--- src/rtl/dwx_pkg.sv ---
package dwx_pkg;
    localparam int PCI_LO_W = 32;
    localparam int PAGE_SH  = 13;

    typedef enum logic [1:0] {
        FLD_BASE = 2'd0,
        FLD_MASK = 2'd1,
        FLD_CTRL = 2'd2,
        FLD_XLAT = 2'd3
    } cfg_fld_e;

    // packed so that dac_ok is bit 2, sg bit 1, en bit 0
    typedef struct packed {
        logic dac_ok;
        logic sg;
        logic en;
    } win_ctrl_t;

    typedef struct packed {
        win_ctrl_t             ctrl;
        logic [PCI_LO_W-1:0]   base;
        logic [PCI_LO_W-1:0]   mask;
    } win_cfg_t;
endpackage

--- src/rtl/dwx_win_regs.sv ---
module dwx_win_regs
    import dwx_pkg::*;
#(
    parameter int  NUM_WIN   = 5,
    parameter int  FRAME_W   = 21,
    localparam int WIN_IDX_W = (NUM_WIN > 1) ? $clog2(NUM_WIN) : 1
) (
    input  logic                 clk,
    input  logic                 rst_n,
    input  logic                 cfg_we,
    input  logic [WIN_IDX_W-1:0] cfg_win,
    input  logic [1:0]           cfg_fld,
    input  logic [31:0]          cfg_wdata,
    output win_cfg_t             win_cfg   [NUM_WIN],
    output logic [FRAME_W-1:0]   win_frame [NUM_WIN]
);
    win_cfg_t             cfg_d   [NUM_WIN];
    win_cfg_t             cfg_q   [NUM_WIN];
    logic [FRAME_W-1:0]   frame_d [NUM_WIN];
    logic [FRAME_W-1:0]   frame_q [NUM_WIN];

    function automatic win_cfg_t rst_cfg(int idx);
        win_cfg_t c;
        c = '0;
        if (idx == 0) begin
            c.ctrl.sg = 1'b1;
            c.mask    = 32'h007F_FFFF;
        end else if (idx == 1) begin
            c.ctrl.en = 1'b1;
            c.base    = 32'h4000_0000;
            c.mask    = 32'h3FFF_FFFF;
        end
        return c;
    endfunction

    always_comb begin
        cfg_d   = cfg_q;
        frame_d = frame_q;
        if (cfg_we && (int'(cfg_win) < NUM_WIN)) begin
            case (cfg_fld_e'(cfg_fld))
                FLD_BASE: cfg_d[cfg_win].base = cfg_wdata;
                FLD_MASK: cfg_d[cfg_win].mask = cfg_wdata;
                FLD_CTRL: cfg_d[cfg_win].ctrl = win_ctrl_t'(cfg_wdata[2:0]);
                FLD_XLAT: frame_d[cfg_win]    = cfg_wdata[FRAME_W-1:0];
                default:  ;
            endcase
        end
    end

    always_ff @(posedge clk) begin
        if (!rst_n) begin
            for (int i = 0; i < NUM_WIN; i++) begin
                cfg_q[i]   <= rst_cfg(i);
                frame_q[i] <= '0;
            end
        end else begin
            cfg_q   <= cfg_d;
            frame_q <= frame_d;
        end
    end

    for (genvar g = 0; g < NUM_WIN; g++) begin : g_out
        assign win_cfg[g]   = cfg_q[g];
        assign win_frame[g] = frame_q[g];
    end
endmodule

--- src/rtl/dwx_pte_array.sv ---
module dwx_pte_array #(
    parameter int  SG_DEPTH = 64,
    parameter int  FRAME_W  = 21,
    localparam int IDX_W    = (SG_DEPTH > 1) ? $clog2(SG_DEPTH) : 1
) (
    input  logic             clk,
    input  logic             rst_n,
    input  logic             we,
    input  logic [IDX_W-1:0] widx,
    input  logic [FRAME_W:0] wdata,
    input  logic [IDX_W-1:0] ridx,
    output logic [FRAME_W:0] rdata
);
    logic [FRAME_W:0] mem_d [SG_DEPTH];
    logic [FRAME_W:0] mem_q [SG_DEPTH];

    always_comb begin
        mem_d = mem_q;
        if (we && (int'(widx) < SG_DEPTH)) begin
            mem_d[widx] = wdata;
        end
    end

    always_ff @(posedge clk) begin
        if (!rst_n) begin
            for (int i = 0; i < SG_DEPTH; i++) begin
                mem_q[i] <= '0;
            end
        end else begin
            mem_q <= mem_d;
        end
    end

    assign rdata = mem_q[ridx];
endmodule

--- src/rtl/dwx_match.sv ---
module dwx_match
    import dwx_pkg::*;
#(
    parameter int  NUM_WIN   = 5,
    parameter int  FRAME_W   = 21,
    parameter int  SYS_AW    = 34,
    localparam int WIN_IDX_W = (NUM_WIN > 1) ? $clog2(NUM_WIN) : 1,
    localparam int PAGE_W    = PCI_LO_W - PAGE_SH
) (
    input  win_cfg_t               win_cfg   [NUM_WIN],
    input  logic [FRAME_W-1:0]     win_frame [NUM_WIN],
    input  logic [63:0]            addr,
    input  logic                   dac,
    input  logic                   cfg_acc,
    output logic                   found,
    output logic [WIN_IDX_W-1:0]   sel,
    output logic                   sel_sg,
    output logic [PAGE_W-1:0]      page,
    output logic [SYS_AW-1:0]      direct_addr
);
    logic                  hi_set;
    logic [NUM_WIN-1:0]    match;
    logic [PCI_LO_W-1:0]   offset;

    assign hi_set = dac && (addr[63:32] != '0);

    for (genvar g = 0; g < NUM_WIN; g++) begin : g_cmp
        assign match[g] = win_cfg[g].ctrl.en && !cfg_acc &&
                          (!hi_set || win_cfg[g].ctrl.dac_ok) &&
                          ((addr[31:0] & ~win_cfg[g].mask) ==
                           (win_cfg[g].base & ~win_cfg[g].mask));
    end

    always_comb begin
        found = 1'b0;
        sel   = '0;
        for (int i = NUM_WIN - 1; i >= 0; i--) begin
            if (match[i]) begin
                found = 1'b1;
                sel   = WIN_IDX_W'(i);
            end
        end
    end

    assign offset      = addr[31:0] & win_cfg[sel].mask;
    assign sel_sg      = win_cfg[sel].ctrl.sg;
    assign page        = offset[PCI_LO_W-1:PAGE_SH];
    assign direct_addr = {win_frame[sel], {PAGE_SH{1'b0}}} + SYS_AW'(offset);
endmodule

--- src/rtl/dwx_window_xlate.sv ---
module dwx_window_xlate
    import dwx_pkg::*;
#(
    parameter int  NUM_WIN   = 5,
    parameter int  SYS_AW    = 34,
    parameter int  SG_DEPTH  = 64,
    localparam int FRAME_W   = SYS_AW - PAGE_SH,
    localparam int WIN_IDX_W = (NUM_WIN > 1) ? $clog2(NUM_WIN) : 1,
    localparam int PTE_IDX_W = (SG_DEPTH > 1) ? $clog2(SG_DEPTH) : 1
) (
    input  logic                  clk,
    input  logic                  rst_n,
    input  logic                  cfg_we,
    input  logic [WIN_IDX_W-1:0]  cfg_win,
    input  logic [1:0]            cfg_fld,
    input  logic [31:0]           cfg_wdata,
    input  logic                  pte_we,
    input  logic [PTE_IDX_W-1:0]  pte_idx,
    input  logic [FRAME_W:0]      pte_wdata,
    input  logic                  in_valid,
    input  logic                  in_dac,
    input  logic                  in_cfg,
    input  logic [63:0]           in_addr,
    output logic                  out_valid,
    output logic                  out_hit,
    output logic                  out_err,
    output logic [WIN_IDX_W-1:0]  out_win,
    output logic [SYS_AW-1:0]     out_addr
);
    localparam int PAGE_W = PCI_LO_W - PAGE_SH;

    typedef struct packed {
        logic                 valid;
        logic                 hit;
        logic                 err;
        logic [WIN_IDX_W-1:0] win;
        logic [SYS_AW-1:0]    addr;
    } res_t;

    win_cfg_t              win_cfg   [NUM_WIN];
    logic [FRAME_W-1:0]    win_frame [NUM_WIN];
    logic                  found;
    logic [WIN_IDX_W-1:0]  sel;
    logic                  sel_sg;
    logic [PAGE_W-1:0]     page;
    logic [SYS_AW-1:0]     direct_addr;
    logic [FRAME_W:0]      pte_rdata;
    logic                  page_in_range;
    res_t                  res_d, res_q;

    dwx_win_regs #(.NUM_WIN(NUM_WIN), .FRAME_W(FRAME_W)) u_regs (
        .clk       (clk),
        .rst_n     (rst_n),
        .cfg_we    (cfg_we),
        .cfg_win   (cfg_win),
        .cfg_fld   (cfg_fld),
        .cfg_wdata (cfg_wdata),
        .win_cfg   (win_cfg),
        .win_frame (win_frame)
    );

    dwx_match #(.NUM_WIN(NUM_WIN), .FRAME_W(FRAME_W), .SYS_AW(SYS_AW)) u_match (
        .win_cfg     (win_cfg),
        .win_frame   (win_frame),
        .addr        (in_addr),
        .dac         (in_dac),
        .cfg_acc     (in_cfg),
        .found       (found),
        .sel         (sel),
        .sel_sg      (sel_sg),
        .page        (page),
        .direct_addr (direct_addr)
    );

    dwx_pte_array #(.SG_DEPTH(SG_DEPTH), .FRAME_W(FRAME_W)) u_pte (
        .clk   (clk),
        .rst_n (rst_n),
        .we    (pte_we),
        .widx  (pte_idx),
        .wdata (pte_wdata),
        .ridx  (page[PTE_IDX_W-1:0]),
        .rdata (pte_rdata)
    );

    assign page_in_range = (int'(page) < SG_DEPTH);

    always_comb begin
        res_d = '0;
        if (in_valid) begin
            res_d.valid = 1'b1;
            if (found) begin
                res_d.win = sel;
                if (sel_sg) begin
                    if (page_in_range && pte_rdata[FRAME_W]) begin
                        res_d.hit  = 1'b1;
                        res_d.addr = {pte_rdata[FRAME_W-1:0], in_addr[PAGE_SH-1:0]};
                    end else begin
                        res_d.err  = 1'b1;
                    end
                end else begin
                    res_d.hit  = 1'b1;
                    res_d.addr = direct_addr;
                end
            end
        end
    end

    always_ff @(posedge clk) begin
        if (!rst_n) begin
            res_q <= '0;
        end else begin
            res_q <= res_d;
        end
    end

    assign out_valid = res_q.valid;
    assign out_hit   = res_q.hit;
    assign out_err   = res_q.err;
    assign out_win   = res_q.win;
    assign out_addr  = res_q.addr;
endmodule

--- config.mk ---
export PLATFORM = sky130hd
export DESIGN_NAME = dwx_window_xlate
export DESIGN_NICKNAME = d
export VERILOG_FILES = /design/src/rtl/dwx_pkg.sv /design/src/rtl/dwx_win_regs.sv /design/src/rtl/dwx_pte_array.sv /design/src/rtl/dwx_match.sv /design/src/rtl/dwx_window_xlate.sv
export SDC_FILE = /design/constraint.sdc
export NUM_CORES = 2
export LEC_CHECK = 0
export ABC_AREA = 1
export BUFFER_PORTS_ARGS = -buffer_cell sky130_fd_sc_hd__buf_2
export CAP_MARGIN = 15
export CORE_MARGIN = 5
export CORE_UTILIZATION = 35
export CTS_CLUSTER_SIZE = 12
export DETAILED_ROUTE_END_ITERATION = 16
export MAX_ROUTING_LAYER = met4
export PLACE_DENSITY = 0.47
export REMOVE_ABC_BUFFERS = 1
export SLEW_MARGIN = 20
export SYNTH_ARGS = -nofsm -noshare
export SYNTH_HDL_FRONTEND = slang
export SYNTH_SLANG_ARGS = --single-unit
--- constraint.sdc ---
create_clock -name clk -period 9.05 [get_ports clk]
set_input_delay 1.81 -clock clk [delete_from_list [all_inputs] [get_ports clk]]
set_output_delay 1.81 -clock clk [all_outputs]
set_load 0.05 [all_outputs]
After elaboration in Yosys (flattened, before gate mapping):

Cells that the tools add are included.

* register bits after elaboration: 1888
* input port bits: 136
* output and inout port bits: 40
* word-level logic and storage cells: 213

* $add $sub $neg: 1
* $lt $le $gt $ge: 8
* eq/ne operators: 8
* mux-type cells: 43
* bitwise operators: 20
* reductions and logical operators: 34

Operators with widths (count)
* $bwmux W1408: 1
* $bwmux W335: 3
* $pmux W335 S3: 1
* $demux W67 S3: 3
* $and A32 B32 Y32: 11
* $bmux W67 S3: 1
* $eq A32 B32 Y1: 5
* $not A32 Y32: 5
* $bmux W22 S6: 1
* $demux W22 S6: 1
* $mux W66: 2
* $bwmux W105: 1
* $mux W34: 2
* $mux W67: 1
* $mux W22: 3
* $mux W64: 1
* $bmux W21 S3: 1
* $demux W21 S3: 1
* $mux W21: 3
* $mux W40: 1
* $mux W39: 1
* $add A34 B32 Y34: 1
* $mux W32: 1
* $reduce_bool A32 Y1: 1
* other kinds (20): 62

Logic depth before layout (Yosys ltp):

* depth in word-level cells: 25
* gate-level depth with buffers: 43
* gate-level depth less buffers: 39

By module:

Synthesis repeated with hierarchy kept, for this count alone.

* cell total of the unflattened synthesis: 14658
* area total of the unflattened synthesis: 93124.3 sq um

Modules (own cells, without submodules)
* dwx_pte_array: instances 1, cells each 9652, area an instance 62695.1 sq um, sequential area each 28187.0 sq um
* dwx_win_regs: instances 1, cells each 2985, area an instance 20498.4 sq um, sequential area each 8808.4 sq um
* dwx_match: instances 1, cells each 1767, area an instance 8147.8 sq um, sequential area each 0.0 sq um
* dwx_window_xlate: instances 1, cells each 254, area an instance 1783.0 sq um, sequential area each 800.8 sq um

Least setup slack after synthesis:

No wires, ideal clock.

* kind: input to register
* start: input in_addr[39]
* end: register res_q (netlist bit out_addr[33])
* setup time: 70 ps
* data arrival time: 6561 ps
* required time: 8980 ps
* path slack: 2419 ps
* stages: 38
* buffers on the path: 5
* cells stage by stage: nor2_1 -> and2_1 -> nand2_1 -> nor2_1 -> nand2_1 -> nand3_1 -> nand2_1 -> nor2_1 -> nor2_1 -> nand2_1 -> buf_2 -> buf_2 -> clkbuf_1 -> clkbuf_1 -> buf_1 -> nand2_1 -> a311oi_1 -> ha_1 -> [... 2 more ...] -> o21bai_1 -> nand3_1 -> nand2_1 -> a21oi_1 -> inv_1 -> a21oi_1 -> o21ai_0 -> inv_1 -> o21ai_0 -> nand3_1 -> nand2_1 -> nand2_1 -> inv_1 -> nor2_1 -> nor2_1 -> xnor2_1 -> nand2_1 -> a21oi_1

* word-level cells in the longest chain between the ends: 23
* elaborated cells between the ends (all ways): 46
* classes of those cells: add/sub: 1; order compare: 1; mux: 21; bitwise: 3; reduce/logical: 20

RTL lines
* start: declaration: line dwx_window_xlate.sv:23 `input logic [63:0] in_addr,`
* $reduce_bool A32 Y1 (*): line dwx_match.sv:25 `assign hi_set = dac && (addr[63:32] != '0);`
* $logic_and A1 B1 Y1 (*): line dwx_match.sv:25
* $logic_not A1 Y1 (*): line dwx_match.sv:29 `(!hi_set || win_cfg[g].ctrl.dac_ok) &&`
* $logic_or A1 B1 Y1: line dwx_match.sv:29
* $logic_and A1 B1 Y1: line dwx_match.sv:28 `assign match[g] = win_cfg[g].ctrl.en && !cfg_acc &&`
* $logic_and A1 B1 Y1: line dwx_match.sv:29
* $mux W3 (5 in a row): line dwx_match.sv:38 `if (match[i]) begin`
* $not A3 Y4 (implied by the code): line dwx_match.sv:45, dwx_match.sv:46, dwx_match.sv:48
* $bmux W67 S3: line dwx_match.sv:45, dwx_match.sv:46
* $mux W66 (implied by the code) (2 in a row): line dwx_match.sv:45 `assign offset = addr[31:0] & win_cfg[sel].mask;`
* $and A32 B32 Y32: line dwx_match.sv:45
* $not A6 Y7 (implied by the code): line dwx_pte_array.sv:34 `assign rdata = mem_q[ridx];`
* $bmux W22 S6: line dwx_pte_array.sv:34
* $mux W22 (implied by the code) (2 in a row): line dwx_pte_array.sv:34
* $logic_and A1 B1 Y1: line dwx_window_xlate.sv:94 `if (page_in_range && pte_rdata[FRAME_W]) begin`
* $mux W34: line dwx_window_xlate.sv:94
* $mux W34: line dwx_window_xlate.sv:93 `if (sel_sg) begin`
* end signal: assignment: line dwx_window_xlate.sv:112 `res_q <= res_d;`
* end: declaration: line dwx_window_xlate.sv:49 `res_t res_d, res_q;`

Every way passes the cells marked *; elsewhere a longest branch is shown, timed or not. The select of a mux whose other input is x is not followed.
A chain may end at the register's enable or synchronous reset.

Final worst setup path:

* start: input in_addr[51]
* end: register res_q (netlist bit out_addr[10])

* word-level cells in the longest chain between the ends: 23
* elaborated cells between the ends (all ways): 43
* classes of those cells: add/sub: 1; order compare: 1; mux: 18; bitwise: 3; reduce/logical: 20

RTL lines (line)
* $reduce_bool A32 Y1 (*): dwx_match.sv:25
* $logic_and A1 B1 Y1 (*): dwx_match.sv:25
* $logic_not A1 Y1 (*): dwx_match.sv:29
* $logic_or A1 B1 Y1: dwx_match.sv:29
* $logic_and A1 B1 Y1: dwx_match.sv:28
* $logic_and A1 B1 Y1: dwx_match.sv:29
* $mux W3 (5 in a row): dwx_match.sv:38
* $not A3 Y4 (implied by the code): dwx_match.sv:45, dwx_match.sv:46
* $bmux W67 S3: dwx_match.sv:45, dwx_match.sv:46
* $mux W66 (implied by the code) (2 in a row): dwx_match.sv:45
* $and A32 B32 Y32: dwx_match.sv:45
* $not A6 Y7 (implied by the code): dwx_pte_array.sv:34
* $bmux W22 S6: dwx_pte_array.sv:34
* $mux W22 (implied by the code) (2 in a row): dwx_pte_array.sv:34
* $logic_and A1 B1 Y1: dwx_window_xlate.sv:94
* $mux W34: dwx_window_xlate.sv:94
* $mux W34: dwx_window_xlate.sv:93

Marks and branches as above.

==> results by group <==
Synth
  – Yosys reg bits: 1,888
  – Cell count after synthesis: 13,200
  – Syn Area/Cell: 6.66 µm²
  – Syn Std Cell Area: 0.0882 mm²
  – Yosys warns: 0
  – Seq/Total Area, Yosys: 0.429
  – Yosys cell types: 46

Global route
  – Overall routing resource usage: 0.306
  – GRT overflow: 0
  – First-pass GRT wire length: approximately 590,000 µm
  – Largest net degree at the start of global routing: about 260
  – Vias in the first global route: roughly 84,000
  – Initial antenna violation count: 24

Cells and area
  – Cell Count, Final, Fillers Out: 16,300
  – Nets: 12,900
  – Most common cell after layout, fill and taps aside: nor2_1
  – Register Area: 0.0378 mm²
  – Commonest non-fill, non-tap cells in the layout: 3,068 x nor2_1, 1,888 x dfxtp_1, 1,790 x nand3_1
  – Fillcell total: about 27,000
  – Finished Cell Area: 0.0985 mm²
  – Area growth from synthesis to layout: 11.7%
  – Layout cells sized above 1: 0.0660
  – Multi-input gate area: ~0.043 mm²

Clock tree
  – Clock Latency Late Sink: 0.89 ns
  – Post-CTS setup buffers: 0
  – CTS HTree Levels: 4
  – CTS Buffer Depth: 3
  – Clk sink count: 1,888
  – Clock buffer count from CTS: 218
  – Post-cts resize count: 0
  – Hold-fix buffer count after cts: 0
  – TritonCTS clock tree: yes
  – Root buf cell: clkbuf_16
  – Worst-path clk slew: roughly 0.06 ns

Critical path
  – Crit Path Category: in -> reg
  – Critical Path Source Type: input port
  – Internal reg-to-reg setup slack: about 2.7 ns
  – Worst-path cell with the longest stage delay: buf_12
  – Setup crit end kind: register
  – Critical Path AT: 7.95 ns
  – Crit path max fanout: between 100 and 150
  – RR Endpoint: out_addr[10]$_SDFF_PN0_
  – Reg2Reg Depth: 21
  – RR Startpoint: u_regs.win_cfg[44]$_SDFFE_PN0P_
  – Max incr delay on CP: ~0.65 ns
  – Most Frequent Cell on Critical Path: nand3_1
  – WP data required: slightly below 10 ns

Die
  – Standard-cell rows: between 150 and 200
  – Number of I/O pins: 176
  – Die area: between 0.2 and 0.3 mm²
  – Die height: approximately 510 µm
  – Starting Density: 0.351
  – Die width: around 510 µm
  – Core Region: between 0.2 and 0.3 mm²

Drt
  – Routed wl met3: ~32,000 µm
  – Routed vias: ~91,000
  – Via density: between 5 and 6
  – Max Used Layer: met4
  – Initial detailed-routing violation count: approximately 11,000
  – Drc violations: 0
  – DRT antenna net count: 0
  – Final wirelength: 409,000 µm
  – Met2 WL: between 150,000 and 200,000 µm
  – Wire length per cell: approximately 25 µm
  – Metal1 wirelength: around 180,000 µm
  – Drt pass-1 iters: 6

STA
  – Setup ws final: 1.89 ns
  – Hold slack: 0.446 ns
  – Min cycle time layout: 7.16 ns
  – Final setup fails: 0
  – Max-slew violation total from the final report: 0
  – Max Clk Rate: around 140 MHz
  – RSZ-0062 raised after global routing: false
  – Worst slew pin tran: between 1 and 1.5 ns
  – Relative slew slack: 0.205
  – Tcrit/Tclk final: 0.791
  – Final-report hold violation count: 0
  – Clock skew: 0.0427 ns

Min path
  – HP Start: u_pte.mem_q[1157]$_SDFFE_PN0P_
  – Worst hold path class: reg -> reg
  – Hold Path Depth: 2
  – Hold path endpoint: u_pte.mem_q[1157]$_SDFFE_PN0P_

Place
  – IO buf count: about 180
  – DPL Wire Length: around 250,000 µm
  – Setup WS pre-CTS: ~1.2 ns
  – Routability cong.: approximately 0.98
  – Placed Cells: approximately 16,000
  – Area of placed instances: just over 0.09 mm²

Status
  – Status: completed

Pwr
  – Total power: ~20 mW
  – Leakage: 39.7 nW
  – PwrDens: ~200 mW/mm²
  – Max VDD drop: around 0.00023 V

Run
  – Max_cap viols: 0
==> synthesized netlist by cell type, drive strengths merged <==
cell type,count,share of area
o211ai,119,0.010
o2bb2ai,1,0.000099
fa,1,0.00023
a22oi,63,0.0054
a21oi,508,0.029
clkinv,25,0.0011
o21bai,2,0.00017
a211oi,27,0.0024
dfxtp,1888,0.43
o22ai,169,0.012
nor3,26,0.0015
o2111ai,7,0.00077
a31oi,2,0.00014
nor2,3081,0.13
xnor2,2,0.00020
buf,324,0.018
nand3,1794,0.10
xor2,6,0.00060
or2,39,0.0028
nor4,4,0.00028
a311oi,19,0.0019
clkbuf,786,0.033
nand2,1592,0.068
o21ai,1657,0.094
and2,4,0.00028
nand3b,13,0.0011
and3,2,0.00014
a221oi,9,0.00089
inv,913,0.039
o221ai,59,0.0059
ha,22,0.0031
nand4,75,0.0053
==> final cells by class <==
type | count | area share
clock inverter | 60 | 0.00724
inverter | 938 | 0.0359
antenna | 13 | 0.000330
sequential | 1888 | 0.384
multi-input combinational | 9303 | 0.432
clock buffer | 339 | 0.0668
tap | 3348 | 0.0425
timing repair buffer | 401 | 0.0310
==> worst max-delay path by stage <==
stage	startpoint	to	slack (ns)
4_1_cts	in_addr[12]	out_addr[1]$_SDFF_PN0_	2.14
6_report	in_addr[51]	out_addr[10]$_SDFF_PN0_	1.89
3_3_place_gp	in_addr[51]	out_addr[32]$_SDFF_PN0_	1.12
3_5_place_dp	in_addr[51]	out_addr[12]$_SDFF_PN0_	1.20
2_1_floorplan	in_addr[39]	out_addr[33]$_SDFF_PN0_	-12.00
5_1_grt	in_addr[55]	out_addr[6]$_SDFF_PN0_	1.61
==> layer usage <==
metal  vias to the layer above  track usage
li1                      42400            -
met1                     44200        0.417
met2                      4095        0.461
met3                       721       0.0465
met4                         0        0.105
met5                         -            -
==> power breakdown <==
group / switching, mW / internal [mW]
sequential: 0.0329 / 8.38
clock: 3.81 / 5.29
combinational: 1.69 / 0.437
total: 5.53 / 14.1
==> stage by stage <==
| stage | setup TNS, ns | util |
|---|---|---|
| finish | 0 | 0.392 |
| global route | 0 | 0.392 |
| CTS | 0 | 0.392 |
| detailed placement | 0 | 0.363 |
| global placement | 0 | 0.363 |
| floorplan | -398.50 | - |
==> logic make-up (layout without fill, tap and decap cells) <==
logic type                 Yosys count  count (layout)  synth area share
and+or+nand+nor                   6630            6630             0.313
AOI/OAI and AO/OA                 2642            2642             0.163
buffers and inverters             2048            1738            0.0915
DFF                               1888            1888             0.429
adders and majority gates           23              23           0.00335
xor gates and xnor gates             8               8          0.000795
other                                0              13                 0
==> registers in the layout, summed over array words and instances (netlist names) <==
name,cells
out_hit,1
out_err,1
u_regs.win_frame,105
out_valid,1
u_pte.mem_q,1408
out_win,3
u_regs.win_cfg,335
out_addr,34
==> critical path: cells and delay by family <==
kind | cells | cell delay, ns
buffers and inverters | 4 | 1.48
AO/OA/AOI/OAI | 1 | 0.37
AND/OR/NAND/NOR | 21 | 3.94
No activity file was read; power rests on OpenSTA's default activity.
